**config.mk**
```make
export PLATFORM = sky130hd
export DESIGN_NAME = mesh_router
export DESIGN_NICKNAME = d
export VERILOG_FILES = /design/src/rtl/router_pkg.sv /design/src/rtl/router_fifo.sv /design/src/rtl/router_rr_pick.sv /design/src/rtl/router_outport.sv /design/src/rtl/mesh_router.sv
export SDC_FILE = /design/constraint.sdc
export NUM_CORES = 2
export LEC_CHECK = 0
export BUFFER_PORTS_ARGS = -buffer_cell sky130_fd_sc_hd__buf_2
export CAP_MARGIN = 30
export CELL_PAD_IN_SITES_DETAIL_PLACEMENT = 1
export CELL_PAD_IN_SITES_GLOBAL_PLACEMENT = 2
export CORE_ASPECT_RATIO = 0.7
export CORE_MARGIN = 4
export CORE_UTILIZATION = 40
export DETAILED_ROUTE_END_ITERATION = 7
export GPL_ROUTABILITY_DRIVEN = 1
export PLACE_DENSITY = 0.82
export SLEW_MARGIN = 20
export SYNTH_ARGS = -nofsm -noshare
export SYNTH_HDL_FRONTEND = slang
export SYNTH_SLANG_ARGS = --single-unit
```
**constraint.sdc**
```tcl
create_clock -name clk -period 8.4 [get_ports clk]
set_input_delay 0.42 -clock clk [delete_from_list [all_inputs] [get_ports clk]]
set_output_delay 0.42 -clock clk [all_outputs]
set_load 0.02 [all_outputs]
```
**src/rtl/router_pkg.sv**
```systemverilog
package router_pkg;
  localparam int NPORT   = 5;
  localparam int PW      = $clog2(NPORT);
  localparam int P_LOCAL = 0;
  localparam int P_NORTH = 1;
  localparam int P_SOUTH = 2;
  localparam int P_EAST  = 3;
  localparam int P_WEST  = 4;
  localparam int COORD_W = 4;
  localparam int Y_LSB   = 0;
  localparam int X_LSB   = 4;
  localparam int LEN_LSB = 8;
  localparam int LEN_W   = 5;

  // X first, then Y, then eject
  function automatic logic [PW-1:0] dor_route(
    input logic [COORD_W-1:0] dst_x, input logic [COORD_W-1:0] dst_y,
    input logic [COORD_W-1:0] here_x, input logic [COORD_W-1:0] here_y);
    if (dst_x > here_x)      return PW'(P_EAST);
    else if (dst_x < here_x) return PW'(P_WEST);
    else if (dst_y > here_y) return PW'(P_NORTH);
    else if (dst_y < here_y) return PW'(P_SOUTH);
    else                     return PW'(P_LOCAL);
  endfunction
endpackage

```
**src/rtl/router_fifo.sv**
```systemverilog
module router_fifo #(
  parameter int W     = 32,
  parameter int DEPTH = 4
) (
  input  logic         clk,
  input  logic         rst,
  input  logic         push,
  input  logic [W-1:0] din,
  input  logic         pop,
  output logic [W-1:0] dout,
  output logic         empty,
  output logic         full
);
  // DEPTH must be a power of two so the pointers wrap naturally
  localparam int AW = $clog2(DEPTH);

  logic [W-1:0]  mem [DEPTH];
  logic [AW-1:0] wp, rp;
  logic [AW:0]   cnt;

  always_ff @(posedge clk) begin
    if (push) mem[wp] <= din;
  end

  always_ff @(posedge clk) begin
    if (rst) begin
      wp  <= '0;
      rp  <= '0;
      cnt <= '0;
    end else begin
      if (push) wp <= wp + AW'(1);
      if (pop)  rp <= rp + AW'(1);
      case ({push, pop})
        2'b10:   cnt <= cnt + (AW+1)'(1);
        2'b01:   cnt <= cnt - (AW+1)'(1);
        default: cnt <= cnt;
      endcase
    end
  end

  assign dout  = mem[rp];
  assign empty = (cnt == '0);
  assign full  = (cnt == (AW+1)'(DEPTH));
endmodule

```
**src/rtl/router_rr_pick.sv**
```systemverilog
module router_rr_pick #(
  parameter int N  = 5,
  parameter int IW = $clog2(N)
) (
  input  logic [N-1:0]  req,
  input  logic [IW-1:0] ptr,
  output logic [IW-1:0] idx,
  output logic          any
);
  logic [IW-1:0] c;

  // search starts just after the last granted input
  always_comb begin
    idx = '0;
    any = 1'b0;
    c   = '0;
    for (int k = 1; k <= N; k++) begin
      c = IW'((int'(ptr) + k) % N);
      if (!any && req[c]) begin
        any = 1'b1;
        idx = c;
      end
    end
  end
endmodule

```
**src/rtl/router_outport.sv**
```systemverilog
module router_outport #(
  parameter int N       = 5,
  parameter int W       = 32,
  parameter int CREDITS = 4,
  parameter int LEN_LSB = 8,
  parameter int LEN_W   = 5,
  parameter int IW      = $clog2(N),
  parameter int CW      = $clog2(CREDITS + 1)
) (
  input  logic                clk,
  input  logic                rst,
  input  logic [N-1:0]        hdr_req,
  input  logic [N-1:0]        head_vld,
  input  logic [N-1:0][W-1:0] head_data,
  input  logic                credit_in,
  output logic [N-1:0]        take,
  output logic                out_valid,
  output logic [W-1:0]        out_data,
  output logic                locked,
  output logic [IW-1:0]       owner,
  output logic [CW-1:0]       credits
);
  logic [IW-1:0]    rr_ptr, rr_idx, src;
  logic             rr_any, send;
  logic [LEN_W-1:0] remain;
  logic [W-1:0]     flit;
  logic [LEN_W-1:0] flen;

  router_rr_pick #(.N(N), .IW(IW)) u_pick (
    .req(hdr_req), .ptr(rr_ptr), .idx(rr_idx), .any(rr_any)
  );

  always_comb begin
    if (locked) begin
      src  = owner;
      send = head_vld[owner] && (credits != '0);
    end else begin
      src  = rr_idx;
      send = rr_any && (credits != '0);
    end
    for (int k = 0; k < N; k++) take[k] = send && (src == IW'(k));
  end

  assign flit = head_data[src];
  assign flen = flit[LEN_LSB +: LEN_W];

  always_ff @(posedge clk) begin
    if (rst) begin
      out_valid <= 1'b0;
      out_data  <= '0;
      locked    <= 1'b0;
      owner     <= '0;
      remain    <= '0;
      rr_ptr    <= IW'(N - 1);
      credits   <= CW'(CREDITS);
    end else begin
      out_valid <= send;
      if (send) out_data <= flit;
      credits <= credits - CW'(send) + CW'(credit_in);
      if (send) begin
        if (locked) begin
          remain <= remain - LEN_W'(1);
          if (remain == LEN_W'(1)) locked <= 1'b0;
        end else begin
          rr_ptr <= src;
          if (flen != '0) begin
            locked <= 1'b1;
            owner  <= src;
            remain <= flen;
          end
        end
      end
    end
  end
endmodule

```
**src/rtl/mesh_router.sv**
```systemverilog
module mesh_router
  import router_pkg::*;
#(
  parameter int MY_X       = 2,
  parameter int MY_Y       = 2,
  parameter int FLIT_W     = 32,
  parameter int FIFO_DEPTH = 4
) (
  input  logic                          clk,
  input  logic                          rst,
  input  logic [NPORT-1:0]              in_valid,
  input  logic [NPORT-1:0][FLIT_W-1:0]  in_data,
  output logic [NPORT-1:0]              in_credit,
  output logic [NPORT-1:0]              out_valid,
  output logic [NPORT-1:0][FLIT_W-1:0]  out_data,
  input  logic [NPORT-1:0]              out_credit
);
  localparam int CW = $clog2(FIFO_DEPTH + 1);

  logic [NPORT-1:0]              f_empty, f_full, pop, busy;
  logic [NPORT-1:0][FLIT_W-1:0]  head;
  logic [NPORT-1:0][NPORT-1:0]   hdr_req;   // [output][input]
  logic [NPORT-1:0][NPORT-1:0]   take;      // [output][input]
  logic [NPORT-1:0]              lock_on;
  logic [NPORT-1:0][PW-1:0]      lock_src;
  logic [NPORT-1:0][CW-1:0]      cred;
  logic [PW-1:0]                 rt;

  for (genvar i = 0; i < NPORT; i++) begin : g_in
    router_fifo #(.W(FLIT_W), .DEPTH(FIFO_DEPTH)) u_fifo (
      .clk(clk), .rst(rst),
      .push(in_valid[i]), .din(in_data[i]),
      .pop(pop[i]), .dout(head[i]),
      .empty(f_empty[i]), .full(f_full[i])
    );
  end

  always_comb begin
    busy    = '0;
    pop     = '0;
    hdr_req = '0;
    rt      = '0;
    for (int o = 0; o < NPORT; o++) begin
      for (int i = 0; i < NPORT; i++) begin
        if (lock_on[o] && lock_src[o] == PW'(i)) busy[i] = 1'b1;
        if (take[o][i]) pop[i] = 1'b1;
      end
    end
    // an idle input's head flit is a header: route it
    for (int i = 0; i < NPORT; i++) begin
      rt = dor_route(head[i][X_LSB +: COORD_W], head[i][Y_LSB +: COORD_W],
                     COORD_W'(MY_X), COORD_W'(MY_Y));
      if (!f_empty[i] && !busy[i]) hdr_req[rt][i] = 1'b1;
    end
  end

  for (genvar o = 0; o < NPORT; o++) begin : g_out
    router_outport #(
      .N(NPORT), .W(FLIT_W), .CREDITS(FIFO_DEPTH),
      .LEN_LSB(LEN_LSB), .LEN_W(LEN_W), .IW(PW), .CW(CW)
    ) u_out (
      .clk(clk), .rst(rst),
      .hdr_req(hdr_req[o]), .head_vld(~f_empty), .head_data(head),
      .credit_in(out_credit[o]),
      .take(take[o]),
      .out_valid(out_valid[o]), .out_data(out_data[o]),
      .locked(lock_on[o]), .owner(lock_src[o]), .credits(cred[o])
    );
  end

  always_ff @(posedge clk) begin
    if (rst) in_credit <= '0;
    else     in_credit <= pop;
  end
endmodule

```
==> run metrics <==
Mapped Avg Cell Area=11.49 µm²; Clk Latency, worst-skew pair=between 0.7 and 0.8 ns; slowest stage delay, CP=approximately 0.59 ns; Async SR Flop Fraction=0%; leading cell type in the layout, fill and taps excluded=edfxtp_1; Slew HR=30.21%; layout cell share with drive strength beyond 1=between 10% and 20%; die area=between 0.1 and 0.15 mm²; Hold/Removal Path Class=in -> reg; sequential element share of the synthesized area=roughly half; Multi-input gate area=around 0.024 mm²; first-pass GRT wire length=between 200000 and 300000 µm; Fin Setup TNS=0 ns; initial DRC count=about 6200; DR pass1 iterations=8; Final Hold Vio Count=0; largest net degree at the start of global routing=72; core area=~0.13 mm²; Initial Util=around two fifths; WL/cell=~31 µm; final instance area=0.05965 mm²; CTS buffer count=90; area of placed instances=~0.055 mm²; Syn Inst Count=~4400; Slowest cell on crit path=or4b_1; Worst Path Required=approximately 9 ns; yosys warns=0; max-slew violations=0; Tmin final=about 8.0 ns; GPL Wtd Cong=0.9753; synthesis-stage register bit count=slightly above 900; initial antenna violation count=24; Compound-Gate Fraction of Synth Area=approximately 16%; Max Cap Violations=0; GRT Total Usage=between 30% and 40%; top_reg_cell synth=edfxtp_1; endpoints failing setup=0; most frequent cells in the layout=edfxtp_1 (640), nor2_1 (351), buf_2 (343); CTS max path bufs=3; I/O Pins=342; Cell Area, Synth=~0.051 mm²; top cells by area, synth=edfxtp_1 (38%), dfxtp_1 (11%), mux4_2 (7.3%); Setup crit start kind=flip-flop; unrepaired setup endpoints after global routing=false; Die X=434.7 µm; clk root buf=clkbuf_16; nets=5250; CTS sink cnt=930; H-tree depth=3; gr ovfl total=0; post-DP HPWL=152100 µm; Distinct cells, synth=121; Synth Area in XOR/XNOR=between 1.5 and 2%; number of synthesized flops with an enable pin=640; vias in the first global route=41200; Final ANT Viol Nets=0; largest family of logic cells by synthesized area=compound AO/OA/AOI/OAI gates; Max Fclk=~120 MHz; Synth area leader=edfxtp_1; Arrival @ worst endpoint=roughly 8.7 ns; I/O Buffers=around 340; area grow syn2layout=17.00%; failing checks=DRC; syn_nets=approximately 4800; clock-pin slew on the worst setup and hold paths=roughly 0.070 ns; Seq. cell area=between 0.02 and 0.03 mm²; via count=about 42000; status=finished with violations; Post-route DRC=1; Final Routed Wirelength=between 200000 and 250000 µm; mux contribution to synthesized area=between 10 and 15%; crit path kind=reg -> reg; CP max FO=10; Post-Synth Simple-Gate Area=11.88%; CP endpoint kind=flip-flop; Die Ht=between 300 and 400 µm; Yosys top cell area share=between 30 and 40%; clk_skew=0.03328 ns; Tcrit/Tclk final=around 96%; row cnt=between 100 and 150; vias per cell=6.340; Synth Area in Adders=under 10%; Worst-Margin Slew=1.043 ns; Fill cells=between 10000 and 15000; CTS tree=yes
-- stage by stage --
| step | std cells | worst slack [ns] | hold WS (ns) | util [%] |
|---|---|---|---|---|
| 2_1_floorplan | 4439 | 1.250 | 0.4439 | - |
| 3_3_place_gp | 6306 | 0.5104 | 0.4627 | 43.35 |
| 3_5_place_dp | 6309 | 0.3329 | 0.4675 | 43.37 |
| 4_1_cts | 6639 | 0.2722 | 0.005993 | 47.13 |
| 5_1_grt | 6647 | 0.01174 | 0.06469 | 47.17 |
| 6_report | 6653 | 0.3662 | 0.05675 | 47.18 |
-- per-layer routing --
| metal | track usage (%) | part of all wire (%) |
|---|---|---|
| met5 | 0.2805 | 0.037 |
| met4 | 8.341 | 3.2 |
| met3 | 10.86 | 13 |
| met2 | 42.10 | 41 |
| met1 | 43.54 | 43 |
-- cell type report --
| type | count | area share [%] |
|---|---|---|
| antenna | 12 | 0.05034 |
| tap | 1665 | 3.492 |
| inverter | 177 | 1.114 |
| clock buffer | 113 | 4.128 |
| timing repair buffer | 645 | 7.362 |
| sequential | 930 | 41.96 |
| clock inverter | 57 | 1.162 |
| multi-input combinational | 3054 | 40.73 |
-- repair_timing --
| item | in CTS | in global routing |
|---|---|---|
| endpoints found under the hold margin | 640 | 0 |
| setup endpoints to repair | 0 | 11 |
| setup buffers | 0 | 1 |
| hold buffers | 160 | 0 |
| resized for setup | 0 | 6 |
-- registers in the layout, summed over array words and instances, names as in the netlist, 10 cells and up, named ones only --
| name | cells |
|---|---|
| g_out.u_out.remain | 25 |
| g_out.u_out.rr_ptr | 15 |
| g_out.u_out.out_data | 160 |
| g_in.u_fifo.mem | 640 |
| g_out.u_out.credits | 15 |
| g_in.u_fifo.cnt | 15 |
| g_in.u_fifo.wp | 10 |
| g_out.u_out.owner | 15 |
| g_in.u_fifo.rp | 10 |
-- final timing paths --
kind	from	endpoint	slack, ns	cells after the start
worst max-delay path	g_out[0].u_out.rr_ptr[1]	g_in[4].u_fifo.cnt[2]	0.37	29
worst min-delay path	in_valid[2]	g_in[2].u_fifo.wp[1]	0.06	3
worst max register to register	g_out[0].u_out.rr_ptr[1]	g_in[4].u_fifo.cnt[2]	0.37	29
worst min register to register	g_out[3].u_out.remain[1]	g_out[3].u_out.remain[1]	0.48	2
-- worst max-delay path: cells and delay by family, from the launching register on --
kind / cells / cell delay, ns
and+or+nand+nor: 6 / 2.30
AOI/OAI and AO/OA: 7 / 1.64
adders and majority gates: 5 / 1.54
buffers and inverters: 6 / 1.02
xor gates and xnor gates: 3 / 0.65
DFF: 1 / 0.50
muxes: 2 / 0.32
-- cell families after synthesis --
group | Yosys count
AND/OR/NAND/NOR | 1188
adder cells (fa/ha/maj) | 180
flip-flops | 930
buffers and inverters | 455
XOR/XNOR | 90
AO/OA/AOI/OAI | 1130
multiplexers | 466
-- cell usage after synthesis (17+ instances only) --
library cell	n
a211o_1	27
a211oi_1	221
a21o_1	18
a21oi_1	263
a222oi_1	32
a22oi_1	39
a311oi_1	19
a31oi_1	36
and2_1	76
and3_1	30
buf_1	25
buf_2	58
clkbuf_1	175
dfxtp_1	290
edfxtp_1	640
ha_1	170
inv_1	166
mux2_2	47
mux2i_1	247
mux4_2	166
nand2_1	257
nand2b_1	45
nand3_1	65
nor2_1	352
nor2b_1	76
nor3_1	65
nor3b_1	19
nor4_1	26
o211ai_1	47
o21a_1	32
o21ai_0	119
o22ai_1	30
o31ai_1	19
or2_2	20
or3_1	33
or4_1	17
xnor2_1	59
xor2_1	31
Power is left out: the tool's default activity adds up to more than one toggle a clock period on the data nets, which glitch-free logic cannot reach.
